==> config.mk <==
export PLATFORM = sky130hd
export DESIGN_NAME = asram_ctrl
export DESIGN_NICKNAME = d
export VERILOG_FILES = /design/src/rtl/asram_pkg.sv /design/src/rtl/asram_ctrl_fsm.sv /design/src/rtl/asram_ctrl_dp.sv /design/src/rtl/asram_ctrl.sv
export SDC_FILE = /design/constraint.sdc
export NUM_CORES = 1
export LEC_CHECK = 0
export BUFFER_PORTS_ARGS = -buffer_cell sky130_fd_sc_hd__buf_2
export CORE_ASPECT_RATIO = 0.7
export CORE_MARGIN = 2
export CORE_UTILIZATION = 45
export CTS_CLUSTER_SIZE = 8
export DETAILED_ROUTE_END_ITERATION = 16
export PLACE_DENSITY = 0.8
export SLEW_MARGIN = 20
export SYNTH_ARGS = -nofsm -noshare
export SYNTH_HDL_FRONTEND = slang
export SYNTH_SLANG_ARGS = --single-unit
==> constraint.sdc <==
create_clock -name clk -period 2.49 [get_ports clk]
set_clock_uncertainty 0.2 [all_clocks]
set_input_delay 0.1245 -clock clk [delete_from_list [all_inputs] [get_ports clk]]
set_output_delay 0.1245 -clock clk [all_outputs]
set_load 0.01 [all_outputs]
==> src/rtl/asram_pkg.sv <==
`timescale 1ns/1ps
package asram_pkg;

  typedef enum logic [2:0] {
    ST_IDLE,
    ST_READ,
    ST_RDONE,
    ST_RECOV,
    ST_WRITE,
    ST_WHOLD
  } ctlState_e;

  // strobes from control to datapath
  typedef struct packed {
    logic accept;    // latch address and write byte
    logic capture;   // register the returned byte
    logic selAct;    // chip select asserted
    logic readAct;   // output enable asserted
    logic writeAct;  // write enable asserted
    logic drive;     // data driver enabled
    logic done;      // completion pulse
  } strobe_t;

  function automatic int maxOf(input int a, input int b);
    return (a > b) ? a : b;
  endfunction

endpackage

==> src/rtl/asram_ctrl_fsm.sv <==
`timescale 1ns/1ps
module asram_ctrl_fsm
  import asram_pkg::*;
#(
  parameter int RC_CYC   = 2,
  parameter int OE_CYC   = 1,
  parameter int WP_CYC   = 2,
  parameter int DW_CYC   = 1,
  parameter int TURN_CYC = 1
) (
  input  logic    clk,
  input  logic    rst_n,
  input  logic    reqValid,
  input  logic    reqWrite,
  output strobe_t stb
);

  localparam int READ_LEN  = maxOf(RC_CYC, OE_CYC);
  localparam int WRITE_LEN = maxOf(maxOf(WP_CYC, DW_CYC), RC_CYC - 1);
  localparam int CNT_MAX   = maxOf(maxOf(READ_LEN, WRITE_LEN), TURN_CYC);
  localparam int CNT_W     = $clog2(CNT_MAX + 1);

  ctlState_e   state;
  logic [CNT_W-1:0] cnt;
  logic        cntZero;

  assign cntZero = (cnt == '0);

  always_ff @(posedge clk) begin
    if (!rst_n) begin
      state <= ST_IDLE;
      cnt   <= '0;
    end else begin
      unique case (state)
        ST_IDLE: begin
          if (reqValid) begin
            if (reqWrite) begin
              state <= ST_WRITE;
              cnt   <= CNT_W'(WRITE_LEN - 1);
            end else begin
              state <= ST_READ;
              cnt   <= CNT_W'(READ_LEN - 1);
            end
          end
        end
        ST_READ: begin
          if (cntZero) state <= ST_RDONE;
          else         cnt   <= cnt - 1'b1;
        end
        ST_RDONE: begin
          state <= ST_RECOV;
          cnt   <= CNT_W'(TURN_CYC - 1);
        end
        ST_RECOV: begin
          if (cntZero) state <= ST_IDLE;
          else         cnt   <= cnt - 1'b1;
        end
        ST_WRITE: begin
          if (cntZero) state <= ST_WHOLD;
          else         cnt   <= cnt - 1'b1;
        end
        ST_WHOLD: state <= ST_IDLE;
        default:  state <= ST_IDLE;
      endcase
    end
  end

  always_comb begin
    stb          = '0;
    stb.accept   = (state == ST_IDLE) && reqValid;
    stb.capture  = (state == ST_READ) && cntZero;
    stb.selAct   = (state == ST_READ) || (state == ST_WRITE) || (state == ST_WHOLD);
    stb.readAct  = (state == ST_READ);
    stb.writeAct = (state == ST_WRITE);
    stb.drive    = (state == ST_WRITE) || (state == ST_WHOLD);
    stb.done     = (state == ST_RDONE) || (state == ST_WHOLD);
  end

endmodule

==> src/rtl/asram_ctrl_dp.sv <==
`timescale 1ns/1ps
module asram_ctrl_dp
  import asram_pkg::*;
#(
  parameter int ADDR_W = 15,
  parameter int DATA_W = 8
) (
  input  logic              clk,
  input  logic              rst_n,
  input  strobe_t           stb,
  input  logic [ADDR_W-1:0] reqAddr,
  input  logic [DATA_W-1:0] reqWdata,
  input  logic [DATA_W-1:0] memDin,
  output logic [ADDR_W-1:0] memAddr,
  output logic [DATA_W-1:0] memDout,
  output logic              memDoutEn,
  output logic              memCsN,
  output logic              memOeN,
  output logic              memWeN,
  output logic              rspDone,
  output logic [DATA_W-1:0] rspRdata
);

  logic [ADDR_W-1:0] addrQ;
  logic [DATA_W-1:0] wdataQ;
  logic [DATA_W-1:0] rdataQ;

  always_ff @(posedge clk) begin
    if (!rst_n) begin
      addrQ  <= '0;
      wdataQ <= '0;
    end else if (stb.accept) begin
      addrQ  <= reqAddr;
      wdataQ <= reqWdata;
    end
  end

  always_ff @(posedge clk) begin
    if (!rst_n)           rdataQ <= '0;
    else if (stb.capture) rdataQ <= memDin;
  end

  assign memAddr   = addrQ;
  assign memDout   = wdataQ;
  assign memDoutEn = stb.drive;
  assign memCsN    = ~stb.selAct;
  assign memOeN    = ~stb.readAct;
  assign memWeN    = ~stb.writeAct;
  assign rspDone   = stb.done;
  assign rspRdata  = rdataQ;

endmodule

==> src/rtl/asram_ctrl.sv <==
`timescale 1ns/1ps
module asram_ctrl
  import asram_pkg::*;
#(
  parameter int ADDR_W   = 15,
  parameter int DATA_W   = 8,
  parameter int RC_CYC   = 2,
  parameter int OE_CYC   = 1,
  parameter int WP_CYC   = 2,
  parameter int DW_CYC   = 1,
  parameter int TURN_CYC = 1
) (
  input  logic              clk,
  input  logic              rst_n,
  input  logic              reqValid,
  input  logic              reqWrite,
  input  logic [ADDR_W-1:0] reqAddr,
  input  logic [DATA_W-1:0] reqWdata,
  output logic              rspDone,
  output logic [DATA_W-1:0] rspRdata,
  output logic [ADDR_W-1:0] memAddr,
  output logic              memCsN,
  output logic              memOeN,
  output logic              memWeN,
  output logic [DATA_W-1:0] memDout,
  output logic              memDoutEn,
  input  logic [DATA_W-1:0] memDin
);

  strobe_t stb;

  asram_ctrl_fsm #(
    .RC_CYC(RC_CYC), .OE_CYC(OE_CYC), .WP_CYC(WP_CYC),
    .DW_CYC(DW_CYC), .TURN_CYC(TURN_CYC)
  ) fsm_i (
    .clk(clk), .rst_n(rst_n), .reqValid(reqValid), .reqWrite(reqWrite), .stb(stb)
  );

  asram_ctrl_dp #(.ADDR_W(ADDR_W), .DATA_W(DATA_W)) dp_i (
    .clk(clk), .rst_n(rst_n), .stb(stb),
    .reqAddr(reqAddr), .reqWdata(reqWdata), .memDin(memDin),
    .memAddr(memAddr), .memDout(memDout), .memDoutEn(memDoutEn),
    .memCsN(memCsN), .memOeN(memOeN), .memWeN(memWeN),
    .rspDone(rspDone), .rspRdata(rspRdata)
  );

endmodule

# Yosys cells after proc, flatten, opt, wreduce, memory -nomap -nowiden
# Cells that the tools add are included.
# Widths: inputs -> output; s select.
# word_totals
reg_bits	36
elab_cells	40
# op_classes
n_addsub	1
eq_ne	10
n_mux	9
n_bitwise	3
reduce_logical	12
# op_table
cell	count
$mux 3	5
$pmux 3 s5	1
$ne 2x2->1 const B	4
$eq 3x2->1 const B	2
$eq 3x3->1 const B	2
$pmux 2 s3	1
$logic_or 1x1->1	4
$mux 2	2
$reduce_and 4->1	1
$eq 3x1->1 const B	1
$logic_not 3->1	1
$not 1->1	3
$reduce_and 3->1	1
$reduce_bool 3->1	1
$reduce_or 3->1	1
$logic_and 1x1->1	2
$logic_not 2->1	1
$ne 2x1->1 const B	1
$sub 2x1->2 const B	1

# Depth between registers and ports, before layout
# Gate-level depths: netlist of run 1.
# depth
depth_word	4
depth_mapped	6
mapped_depth_nobuf	5

# Cells and area by module
# From an unflattened synthesis of run 1, not the netlist that was laid out.
# unflattened
hier_cells	148
area_unflattened_um2	1549.0
# by_module_without_submodules
mod	instances	cells_per_inst	area_each_um2	seq_area_each_um2
asram_ctrl_dp	1	105	1221.2	620.6
asram_ctrl_fsm	1	43	327.8	100.1

# Worst setup path after synthesis of run 1
# No wires, ideal clock.
# synth_timing
path_kind	reg2reg
start	reg fsm_i.cnt[0]
end	reg dp_i.rdataQ[0] (netlist: dp_i.rspRdata[0])
arrival_time_ns	1.335
required_ns	2.174
setup_slack_ns	0.839
path_stages_with_launch	7
path_buffers	1
path_cell_list	dfxtp_1 -> inv_1 -> ha_1 -> nor4bb_1 -> buf_4 -> mux2i_1 -> nor2b_1
# synth_between
elab_chain_cells	2
# synth_rtl
item	line_no	source
start, declared	asram_ctrl_fsm.sv:24	logic [CNT_W-1:0] cnt;
start signal, assigned	asram_ctrl_fsm.sv:39	cnt <= CNT_W'(WRITE_LEN - 1);
start signal, assigned	asram_ctrl_fsm.sv:42	cnt <= CNT_W'(READ_LEN - 1);
start signal, assigned	asram_ctrl_fsm.sv:48	else cnt <= cnt - 1'b1;
$logic_not 2->1	asram_ctrl_fsm.sv:27	assign cntZero = (cnt == '0);
$logic_and 1x1->1	asram_ctrl_fsm.sv:71	stb.capture = (state == ST_READ) && cntZero;
end signal, assigned	asram_ctrl_dp.sv:40	else if (stb.capture) rdataQ <= memDin;
end, declared	asram_ctrl_dp.sv:26	logic [DATA_W-1:0] rdataQ;
# Every way passes these cells.
# A chain may end at the register's enable or synchronous reset.

# Worst setup path after layout of run 1
# layout_timing
start	reg fsm_i.state[2]
end	reg dp_i.addrQ[8] (netlist: dp_i.memAddr[8])
# layout_between
elab_chain_cells	2
# layout_rtl
item	line_no	source
start, declared	asram_ctrl_fsm.sv:23	ctlState_e state;
start signal, assigned	asram_ctrl_fsm.sv:31	state <= ST_IDLE;
start signal, assigned	asram_ctrl_fsm.sv:38	state <= ST_WRITE;
start signal, assigned	asram_ctrl_fsm.sv:41	state <= ST_READ;
$logic_not 3->1	asram_ctrl_fsm.sv:70	stb.accept = (state == ST_IDLE) && reqValid;
$logic_and 1x1->1	asram_ctrl_fsm.sv:70	
end signal, assigned	asram_ctrl_dp.sv:33	addrQ <= reqAddr;
end, declared	asram_ctrl_dp.sv:24	logic [ADDR_W-1:0] addrQ;
# Every way passes these cells.

==> results of run 1 <==
==> critical path, stage by stage, from the launching register on <==
cell and delay, ns:
dfxtp_1 0.46, nor4b_4 0.71, buf_4 0.32, nand3_1 0.09, o21ai_0 0.10
==> worst min path at each step <==
stage / from / to / slack, ns / cells after the start
after floorplan: reqAddr[0] / dp_i.memAddr[0]$_SDFFE_PN0P_ / 0.05 / 2
after global placement: reqAddr[14] / dp_i.memAddr[14]$_SDFFE_PN0P_ / 0.14 / 3
after detailed placement: reqAddr[12] / dp_i.memAddr[12]$_SDFFE_PN0P_ / 0.15 / 3
after CTS: reqValid / fsm_i.state[2]$_SDFFE_PN0P_ / 0.02 / 3
after global routing: reqValid / fsm_i.state[2]$_SDFFE_PN0P_ / 0.04 / 3
final: reqValid / fsm_i.state[2]$_SDFFE_PN0P_ / 0.02 / 3
==> sequential cells by signal (all words and copies together), names as in the netlist <==
signal,flops
fsm_i.state,3
dp_i.rspRdata,8
dp_i.memAddr,15
dp_i.memDout,8
fsm_i.cnt,2
==> Yosys cell counts (2+ instances only) <==
cell type | instances | area, µm²
a21oi_1 | 2 | 10.0
buf_2 | 5 | 25.0
buf_6 | 2 | 22.5
clkbuf_1 | 5 | 18.8
clkbuf_2 | 3 | 15.0
dfxtp_1 | 36 | 721
inv_1 | 3 | 11.3
mux2i_1 | 9 | 90.1
nand2_1 | 28 | 105
nand2b_1 | 3 | 18.8
nand3_1 | 23 | 115
nor2_1 | 3 | 11.3
nor2b_1 | 9 | 56.3
o21ai_0 | 22 | 110
o21ai_1 | 3 | 15.0
or2_2 | 2 | 12.5
==> kinds of logic after synthesis <==
group / share of synthesized area (%)
xor+xnor: 0.582
mux: 5.98
compound gates: 11.8
buf+inv: 6.64
fa+ha+maj: 0.830
flops: 47.8
simple gates: 26.3
==> layout by cell type (no fill, tap or decap) <==
master	count
inv_1	3
dlygate4sd3_1	32
nor3_1	1
or3b_1	1
o21ai_1	3
bufinv_16	3
a2111oi_0	1
or2_2	2
buf_2	70
nor3b_1	1
nor4b_1	1
xor2_1	1
diode_2	1
o311a_1	1
ha_1	1
nor2b_1	9
nor4bb_2	1
nor4b_4	1
o311ai_0	1
o211ai_1	1
buf_4	4
dfxtp_1	36
nand3b_1	1
nand3_1	23
o21ai_0	22
nor2_1	3
a21oi_1	2
nand2_1	28
nor4_1	1
mux2i_1	9
nand2b_1	3
clkbuf_8	5
a211oi_1	1
==> through the flow <==
step | util (%) | cell area (µm²) | instances | hold slack (ns) | total power [mW]
2_1_floorplan | - | 1510 | 174 | 0.0549 | 1.16
3_3_place_gp | 58.4 | 1850 | 270 | 0.138 | 1.31
3_5_place_dp | 58.4 | 1850 | 270 | 0.148 | 1.32
4_1_cts | 73.5 | 2330 | 310 | 0.0171 | 2.08
5_1_grt | 73.5 | 2330 | 310 | 0.0362 | 2.19
6_report | 73.6 | 2330 | 311 | 0.0166 | 2.07
==> what timing repair did <==
item | CTS | global route
endpoints found under the setup margin | 0 | 0
gates resized for setup | 0 | 0
hold buffers | 32 | 0
hold endpoints to repair | 32 | 0
==> routing by layer <==
| metal | GRT usage (%) | vias up | routed length (µm) |
|---|---|---|---|
| li1 | - | 788 | - |
| met4 | 9.26 | 0 | 59 |
| met5 | 0 | - | 0 |
| met2 | 36.2 | 52 | 1890 |
| met1 | 23.8 | 696 | 1630 |
| met3 | 6.15 | 9 | 235 |
==> final cells by class <==
cell class / instances / area, µm²
sequential: 36 / 721
tap: 38 / 47.5
multi-input combinational: 119 / 692
inverter: 3 / 11.3
fill: 247 / 836
clock inverter: 3 / 90.1
clock buffer: 5 / 68.8
timing repair buffer: 106 / 701
antenna: 1 / 2.50
==> power by group <==
part           switching (mW)  internal (mW)
combinational           0.297          0.281
clock                   0.210          0.501
sequential             0.0986          0.680
==> flow_summary.toml, run 1 <==
[synth]
synth_ff_type = "dfxtp_1"
syn_avg_cell_area_um2 = 8.66
async_flop_share_pct = 0
synth_warnings = 0
synthCells = 174
synth_area_mm2 = 0.00151
syn_nets = 210
synth_edf_count = 0
ys_ff_latch = 36
seq_area_frac_synth_pct = 47.8
synthDistinctLibCells = 32

[finish]
syn_to_final_growth_pct = 54.9
fin_nets = 307
drive_above_1_share_pct = 31.6

[global_routing]
antenna_found_initial = 0
grt_pass1_vias = 1451
grt_usage_pct = 20.8
grt_overflow = 0
grt_max_degree = 41
grt_pass1_wl_mm = 6.04

[setup_path]
critPathCaptureType = "flop"
crit_required_ns = 2.51
cp_max_fo = 18
reg2reg_to = "dp_i.memAddr[8]$_SDFFE_PN0P_"
crit_type = "reg -> reg"
r2r_slack_ns = 0.54
arrival_ns = 1.97
worstSetupEndpoint = "dp_i.memAddr[8]$_SDFFE_PN0P_"
r2r.worst_path.cells = 4
startpoint = "fsm_i.state[2]$_SDFFE_PN0P_"
cp-start-kind = "flop"
timing.rr.start = "fsm_i.state[2]$_SDFFE_PN0P_"

[clock_tree]
cts_tree = "yes"
clockBufferDepth = 2
clkLatencyLatePin_ns = 0.29
post_cts_buffers = 0
clkTransAtPathRegs_ns = 0.07
cts-root-buf = "clkbuf_8"
cts_buffers = 5
cts_num_sinks = 36
htree_levels = 2

[drt]
route.detailed.drc = 0
via_per_inst = 4.97
dr.pass1.iters = 5
drt_first_iter_violations = 68
wl_per_cell_um = 12.3
antenna_left = 0
num_vias = 1545
totalWireLength_mm = 3.82

[placed_design]
gp_congestion = 0.690
dp.final_hpwl_mm = 2.27
port_buffers = 70
place_ws_ns = 0.587

[sta]
final_max_slew_viol_count = 0
grt_setup_unrepaired = "false"
max_slew_margin_pct = 55.0
period_minus_slack_ns = 1.95
finalHoldViolations = 0
worst_slack_ns = 0.537
setup_violations = 0
timing.fmax_ghz = 0.512
period_share_pct = 78.4
fin_setup_tns_ns = 0
tightestPinTransition_ns = 0.672

[floorplanning]
rows = 17
initial_core_util_pct = 47.5
core_area_mm2 = 0.00317
io_pins = 71
dieArea_mm2 = 0.00383
die_w_um = 73.2
die_h_um = 52.4

[min_path]
hp-class = "in -> reg"

[run]
cap_violations = 0

[outcome]
status = "finished clean"

[pwr]
leakage_nw = 1.04
power_density_mw_per_mm2 = 886
ir_worst_vdd_mv = 0.619
Power figures use the tool's default switching activity.
==> run 2, diff against run 1 <==
--- a/config.mk
+++ b/config.mk
@@ -5,13 +5,14 @@
 export SDC_FILE = /design/constraint.sdc
 export NUM_CORES = 1
 export LEC_CHECK = 0
+export ABC_AREA = 1
 export BUFFER_PORTS_ARGS = -buffer_cell sky130_fd_sc_hd__buf_2
 export CORE_ASPECT_RATIO = 0.7
 export CORE_MARGIN = 2
-export CORE_UTILIZATION = 45
+export CORE_UTILIZATION = 41
 export CTS_CLUSTER_SIZE = 8
 export DETAILED_ROUTE_END_ITERATION = 16
-export PLACE_DENSITY = 0.8
+export PLACE_DENSITY = 0.77
 export SLEW_MARGIN = 20
 export SYNTH_ARGS = -nofsm -noshare
 export SYNTH_HDL_FRONTEND = slang
==> constraint.sdc (replaced) <==
create_clock -name clk -period 1.6 [get_ports clk]
set_clock_uncertainty 0.2 [all_clocks]
set_input_delay 0.08 -clock clk [delete_from_list [all_inputs] [get_ports clk]]
set_output_delay 0.08 -clock clk [all_outputs]
set_load 0.01 [all_outputs]
==> run 2 against run 1 <==
Via count down 3.8%. Area after synthesis is 2.5% lower. Register-to-register slack worse by 0.39 ns. Worst hold slack gained 0.079 ns. Clock power rose by 7.0%. Non-clock buffer count shrank 2.
==> flow_summary.toml, run 2 <==
[global_routing]
grt_overflow = 0
grt_usage_pct = 17.2
grt_pass1_vias = 1229
use_met1_pct = 19.8
use_met3_pct = 7.68
grt_pass1_wl_mm = 5.20
gr-max-usage-layer = "met2"
met2_usage_pct = 29.1
antenna_found_initial = 0
grt_max_degree = 47

[pwr]
pwr-share-comb_pct = 43.1
intPower_mw = 2.33
pwr-share-seq_pct = 36.6
p_sw_share_pct = 37.9
leakage_nw = 1.09
p_sw_mw = 1.42
power_density_mw_per_mm2 = 1640
clkPwrFrac_pct = 20.3
total_power_mw = 3.75
ir_worst_vdd_mv = 0.859

[finish]
nFillCells = 303
n_antenna_cell = 0
utilization_pct = 65.8
mostFrequentLayoutCells = "70 x buf_2, 35 x dfxtp_1, 32 x dlygate4sd3_1"
largest_reg_flops = 15
drive_above_1_share_pct = 31.2
syn_to_final_growth_pct = 55.4
final_cells = 342
fin_nets = 327
final_common_cell = "buf_2"

[floorplanning]
initial_core_util_pct = 42.4
die_h_um = 54.1
die_w_um = 75.5
dieArea_mm2 = 0.00409
io_pins = 71
core_area_mm2 = 0.00347
rows = 18

[synth]
synth_area_mm2 = 0.00147
async_flop_share_pct = 0
synth_ff_type = "dfxtp_1"
synthDistinctLibCells = 22
synth_edf_count = 0
synth_top_area_share_pct = 49.1
seq_area_frac_synth_pct = 49.1
syn_nets = 223
synth_commonest_cells = "36 x dfxtp_1, 28 x inv_1, 27 x a21oi_1"
ys_ff_latch = 36
syn_avg_cell_area_um2 = 7.86
synth_warnings = 0
synth_area_leaders = "dfxtp_1 49%, a21oi_1 9.2%, o21ai_0 8.2%"
yosysMostFrequentCell = "dfxtp_1"
synthCells = 187
yosysTopAreaCell = "dfxtp_1"

[setup_path]
arrival_ns = 1.18
critPathCaptureType = "primary output"
timing.rr.start = "fsm_i.cnt[0]$_SDFFE_PN0P_"
cp_max_fo = 8
reg2reg_to = "fsm_i.state[2]$_SDFFE_PN0P_"
r2r_slack_ns = 0.15
worstSetupEndpoint = "memCsN"
cp_slowest_stage_delay_ns = 0.43
r2r.worst_path.cells = 8
crit_required_ns = 1.32
cp-start-kind = "flop"
crit_path_frequent_cell = "nor2_1"
slowest_stage = "dfxtp_1"
crit_chain = "inv_2 -> nor2_1 -> nor2_1 -> buf_2"
crit_type = "reg -> out"
startpoint = "fsm_i.state[2]$_SDFFE_PN0P_"

[sta]
final_max_slew_viol_count = 0
tightestPinTransition_ns = 0.507
max_slew_margin_pct = 66.2
grt_setup_unrepaired = "false"
finalHoldViolations = 0
timing.fmax_ghz = 0.684
fin_setup_tns_ns = 0
setup_violations = 0
period_minus_slack_ns = 1.46
period_share_pct = 91.3

[clock_tree]
htree_levels = 2
clockBufferDepth = 2
cts-root-buf = "clkbuf_8"
cts_num_sinks = 36
clkLatencyLatePin_ns = 0.28
cts_tree = "yes"
cts_buffers = 5
post_cts_buffers = 0
clkTransAtPathRegs_ns = 0.06

[drt]
via_per_inst = 4.35
antenna_left = 0
drt_first_iter_violations = 30
totalWireLength_mm = 3.55
num_vias = 1487
route.detailed.drc = 0
dr.pass1.iters = 4
wl_per_cell_um = 10.4

[run]
cap_violations = 0

[min_path]
hp-class = "in -> reg"

[outcome]
status = "finished clean"

[placed_design]
dp.cells = 302
port_buffers = 70
dp.final_hpwl_mm = 2.15
gp_congestion = 0.859
run 2: kinds of logic after synthesis:
logic type,synth area share [%]
adder cells (fa/ha/maj),0.852
AND/OR/NAND/NOR,16.9
AO/OA/AOI/OAI,21.0
flip-flops,49.1
buffers and inverters,12.1
run 2: worst min-delay path by stage:
stage,startpoint,end,slack [ns],cells past startpoint
floorplan,reqWrite,fsm_i.state[2]$_SDFFE_PN0P_,0.02,2
global placement,memDin[1],dp_i.rspRdata[1]$_SDFFE_PN0P_,0.13,3
detailed placement,memDin[0],dp_i.rspRdata[0]$_SDFFE_PN0P_,0.14,3
CTS,rst_n,fsm_i.state[2]$_SDFFE_PN0P_,0.08,3
global route,rst_n,fsm_i.state[2]$_SDFFE_PN0P_,0.11,3
finish,rst_n,fsm_i.state[2]$_SDFFE_PN0P_,0.1,3
run 2: critical path: cells and delay by family (launching register included):
kind,cells,cell delay [ns]
buffers and inverters,2,0.27
AND/OR/NAND/NOR,2,0.20
flip-flops,1,0.43
run 2: layout make-up:
| type | instances | area [µm²] | area share (%) |
|---|---|---|---|
| clock inverters | 2 | 35.0 | 1.54 |
| inverters | 32 | 121 | 5.32 |
| repair buffers | 104 | 698 | 30.6 |
| multi-input cells | 112 | 571 | 25.0 |
| flip-flops and latches | 36 | 722 | 31.6 |
| well taps | 50 | 62.6 | 2.74 |
| clock buffers | 6 | 72.6 | 3.18 |
run 2: metrics by stage:
step	hold slack, ns	cell area [µm²]	setup slack, ns
floorplan	0.0179	1470	0.274
global placement	0.134	1850	0.172
detailed placement	0.135	1850	0.169
CTS	0.0798	2280	0.0674
global route	0.114	2280	0.0303
finish	0.0953	2280	0.139
run 2: layer usage:
metal  routed length (µm)  vias to the layer above
li1                     -                      803
met1                 1590                      625
met2                 1610                       56
met3                  329                        3
met4                   19                        0
met5                    0                        -
run 2: timing repair:
action | CTS | global route
resized for setup | 0 | 1
hold buffers | 32 | 0
endpoints found under the hold margin | 32 | 0
endpoints found under the setup margin | 0 | 2
run 2: power by group through the flow:
stage / clock network [mW] / logic, mW / registers [mW]
3_3_place_gp: 0 / 1.54 / 1.38
5_1_grt: 0.837 / 1.83 / 1.41
4_1_cts: 0.786 / 1.62 / 1.36
3_5_place_dp: 0 / 1.55 / 1.38
2_1_floorplan: 0 / 0.959 / 1.51
6_report: 0.761 / 1.62 / 1.37
==> run 3, diff against run 2 <==
--- a/config.mk
+++ b/config.mk
@@ -9,10 +9,10 @@
 export BUFFER_PORTS_ARGS = -buffer_cell sky130_fd_sc_hd__buf_2
 export CORE_ASPECT_RATIO = 0.7
 export CORE_MARGIN = 2
-export CORE_UTILIZATION = 41
+export CORE_UTILIZATION = 45
 export CTS_CLUSTER_SIZE = 8
 export DETAILED_ROUTE_END_ITERATION = 16
-export PLACE_DENSITY = 0.77
+export PLACE_DENSITY = 0.8
 export SLEW_MARGIN = 20
 export SYNTH_ARGS = -nofsm -noshare
 export SYNTH_HDL_FRONTEND = slang
==> constraint.sdc (replaced) <==
create_clock -name clk -period 1.7 [get_ports clk]
set_clock_uncertainty 0.2 [all_clocks]
set_input_delay 0.085 -clock clk [delete_from_list [all_inputs] [get_ports clk]]
set_output_delay 0.085 -clock clk [all_outputs]
set_load 0.01 [all_outputs]
==> run 3 against run 2 <==
Via count up 1.2%. Global-route usage grew 1.5 points. Cell count shrank 3.8%. Clock power down 22%. Design area decreased by 2.0%. Utilization grew 5.7 points. Critical path depth is the same. Critical endpoint is now dp_i.memAddr[8]$_SDFFE_PN0P_. Setup slack lost 0.00085 ns. Highest routed layer unchanged.
==> flow_summary.toml, run 3 (same netlist as run 2, synthesis figures left out) <==
[pwr]
power_density_mw_per_mm2 = 1530
p_sw_mw = 1.41
pwr-share-seq_pct = 38.3
intPower_mw = 2.00
clkPwrFrac_pct = 17.4
pwr-share-comb_pct = 44.3
leakage_nw = 1.07
p_sw_share_pct = 41.3
ir_worst_vdd_mv = 0.816

[finish]
mostFrequentLayoutCells = "70 x buf_2, 36 x dfxtp_1, 32 x dlygate4sd3_1"
nFillCells = 261
final_common_cell = "buf_2"
drive_above_1_share_pct = 30.9
fin_nets = 326
syn_to_final_growth_pct = 52.2
largest_reg_flops = 15
final_cells = 329
n_antenna_cell = 0

[setup_path]
crit_type = "reg -> reg"
arrival_ns = 1.53
crit_required_ns = 1.67
cp-start-kind = "flop"
cp_max_fo = 23
critPathCaptureType = "flop"

[sta]
finalHoldViolations = 0
worst_slack_ns = 0.138
fin_hold_ws_ns = 0.0978
max_slew_margin_pct = 65.7
tightestPinTransition_ns = 0.514
period_minus_slack_ns = 1.56
setup_violations = 0
period_share_pct = 91.9
final_max_slew_viol_count = 0
timing.fmax_ghz = 0.640

[drt]
drt_first_iter_violations = 74
wl_per_cell_um = 11.3
dr.pass1.iters = 4
route.detailed.drc = 0
antenna_left = 0
num_vias = 1505
via_per_inst = 4.57
totalWireLength_mm = 3.72

[placed_design]
dp.final_hpwl_mm = 2.25
place_ws_ns = 0.0249
gp_congestion = 0.864
dp.cells = 288
port_buffers = 70

[floorplanning]
die_w_um = 72.3
initial_core_util_pct = 47.0
dieArea_mm2 = 0.00374
io_pins = 71
core_area_mm2 = 0.00313
die_h_um = 51.8
rows = 17

[global_routing]
grt_overflow = 0
grt_pass1_vias = 1256
antenna_found_initial = 0
grt_max_degree = 47
grt_pass1_wl_mm = 5.38
grt_usage_pct = 18.7

[outcome]
status = "finished clean"

[clock_tree]
post_cts_buffers = 0
cts-root-buf = "clkbuf_8"
cts_buffers = 5
clkTransAtPathRegs_ns = 0.08
cts_tree = "yes"
htree_levels = 2
clockBufferDepth = 2
clkLatencyLatePin_ns = 0.28
cts_num_sinks = 36

[min_path]
hp-class = "in -> reg"

[run]
cap_violations = 0
[run 3: power by group through the flow]
stage | Sequential [mW] | Clock [mW] | Combinational (mW)
finish | 1.30 | 0.594 | 1.51
global route | 1.34 | 0.646 | 1.71
CTS | 1.30 | 0.611 | 1.45
global placement | 1.30 | 0 | 1.37
detailed placement | 1.32 | 0 | 1.39
floorplan | 1.42 | 0 | 0.903
[run 3: repair_timing]
action                     in CTS  in global routing
resized for setup               0                  1
hold endpoints to repair       32                  0
setup endpoints to repair       0                 23
hold buffers                   32                  0
[run 3: worst max-delay path, cell delays in order, from the launching register on]
cell	delay, ns
dfxtp_1	0.40
nor2_4	0.27
nand3_4	0.26
o21ai_0	0.26
a21oi_1	0.06
[run 3: stage by stage]
step / TNS [ns] / power (mW) / instance area (µm²) / util (%)
global placement: 0 / 2.67 / 1810 / 57.9
finish: 0 / 3.41 / 2240 / 71.5
CTS: 0 / 3.37 / 2220 / 70.9
floorplan: 0 / 2.33 / 1470 / -
global route: -0.00115 / 3.69 / 2240 / 71.5
detailed placement: 0 / 2.71 / 1810 / 57.9
[run 3: final cells by class]
class                      instances  area (µm²)  area share (%)
sequential                        36         721            32.2
timing repair buffer             102         671            30.0
multi-input combinational        113         588            26.3
inverter                          32         121            5.43
clock buffer                       5        68.8            3.08
tap                               38        47.5            2.13
clock inverter                     3        18.8           0.839
[run 3: path summary, 6_finish.rpt]
path,depth (start not counted),slack (ns),start,end
worst max-delay path,4,0.14,fsm_i.state[0]$_SDFFE_PN0P_,dp_i.memAddr[8]$_SDFFE_PN0P_
worst min-delay path,3,0.1,reqValid,dp_i.memDout[3]$_SDFFE_PN0P_
worst max register to register,4,0.14,fsm_i.state[0]$_SDFFE_PN0P_,dp_i.memAddr[8]$_SDFFE_PN0P_
worst min register to register,2,0.25,dp_i.memAddr[13]$_SDFFE_PN0P_,dp_i.memAddr[13]$_SDFFE_PN0P_
[run 3: metal layers]
metal	vias up	GRT usage (%)	wire length, µm
met5	-	0	0
met4	0	7.55	44
met3	5	5.43	228
met2	46	29.8	1730
met1	649	23.9	1720
li1	805	-	-
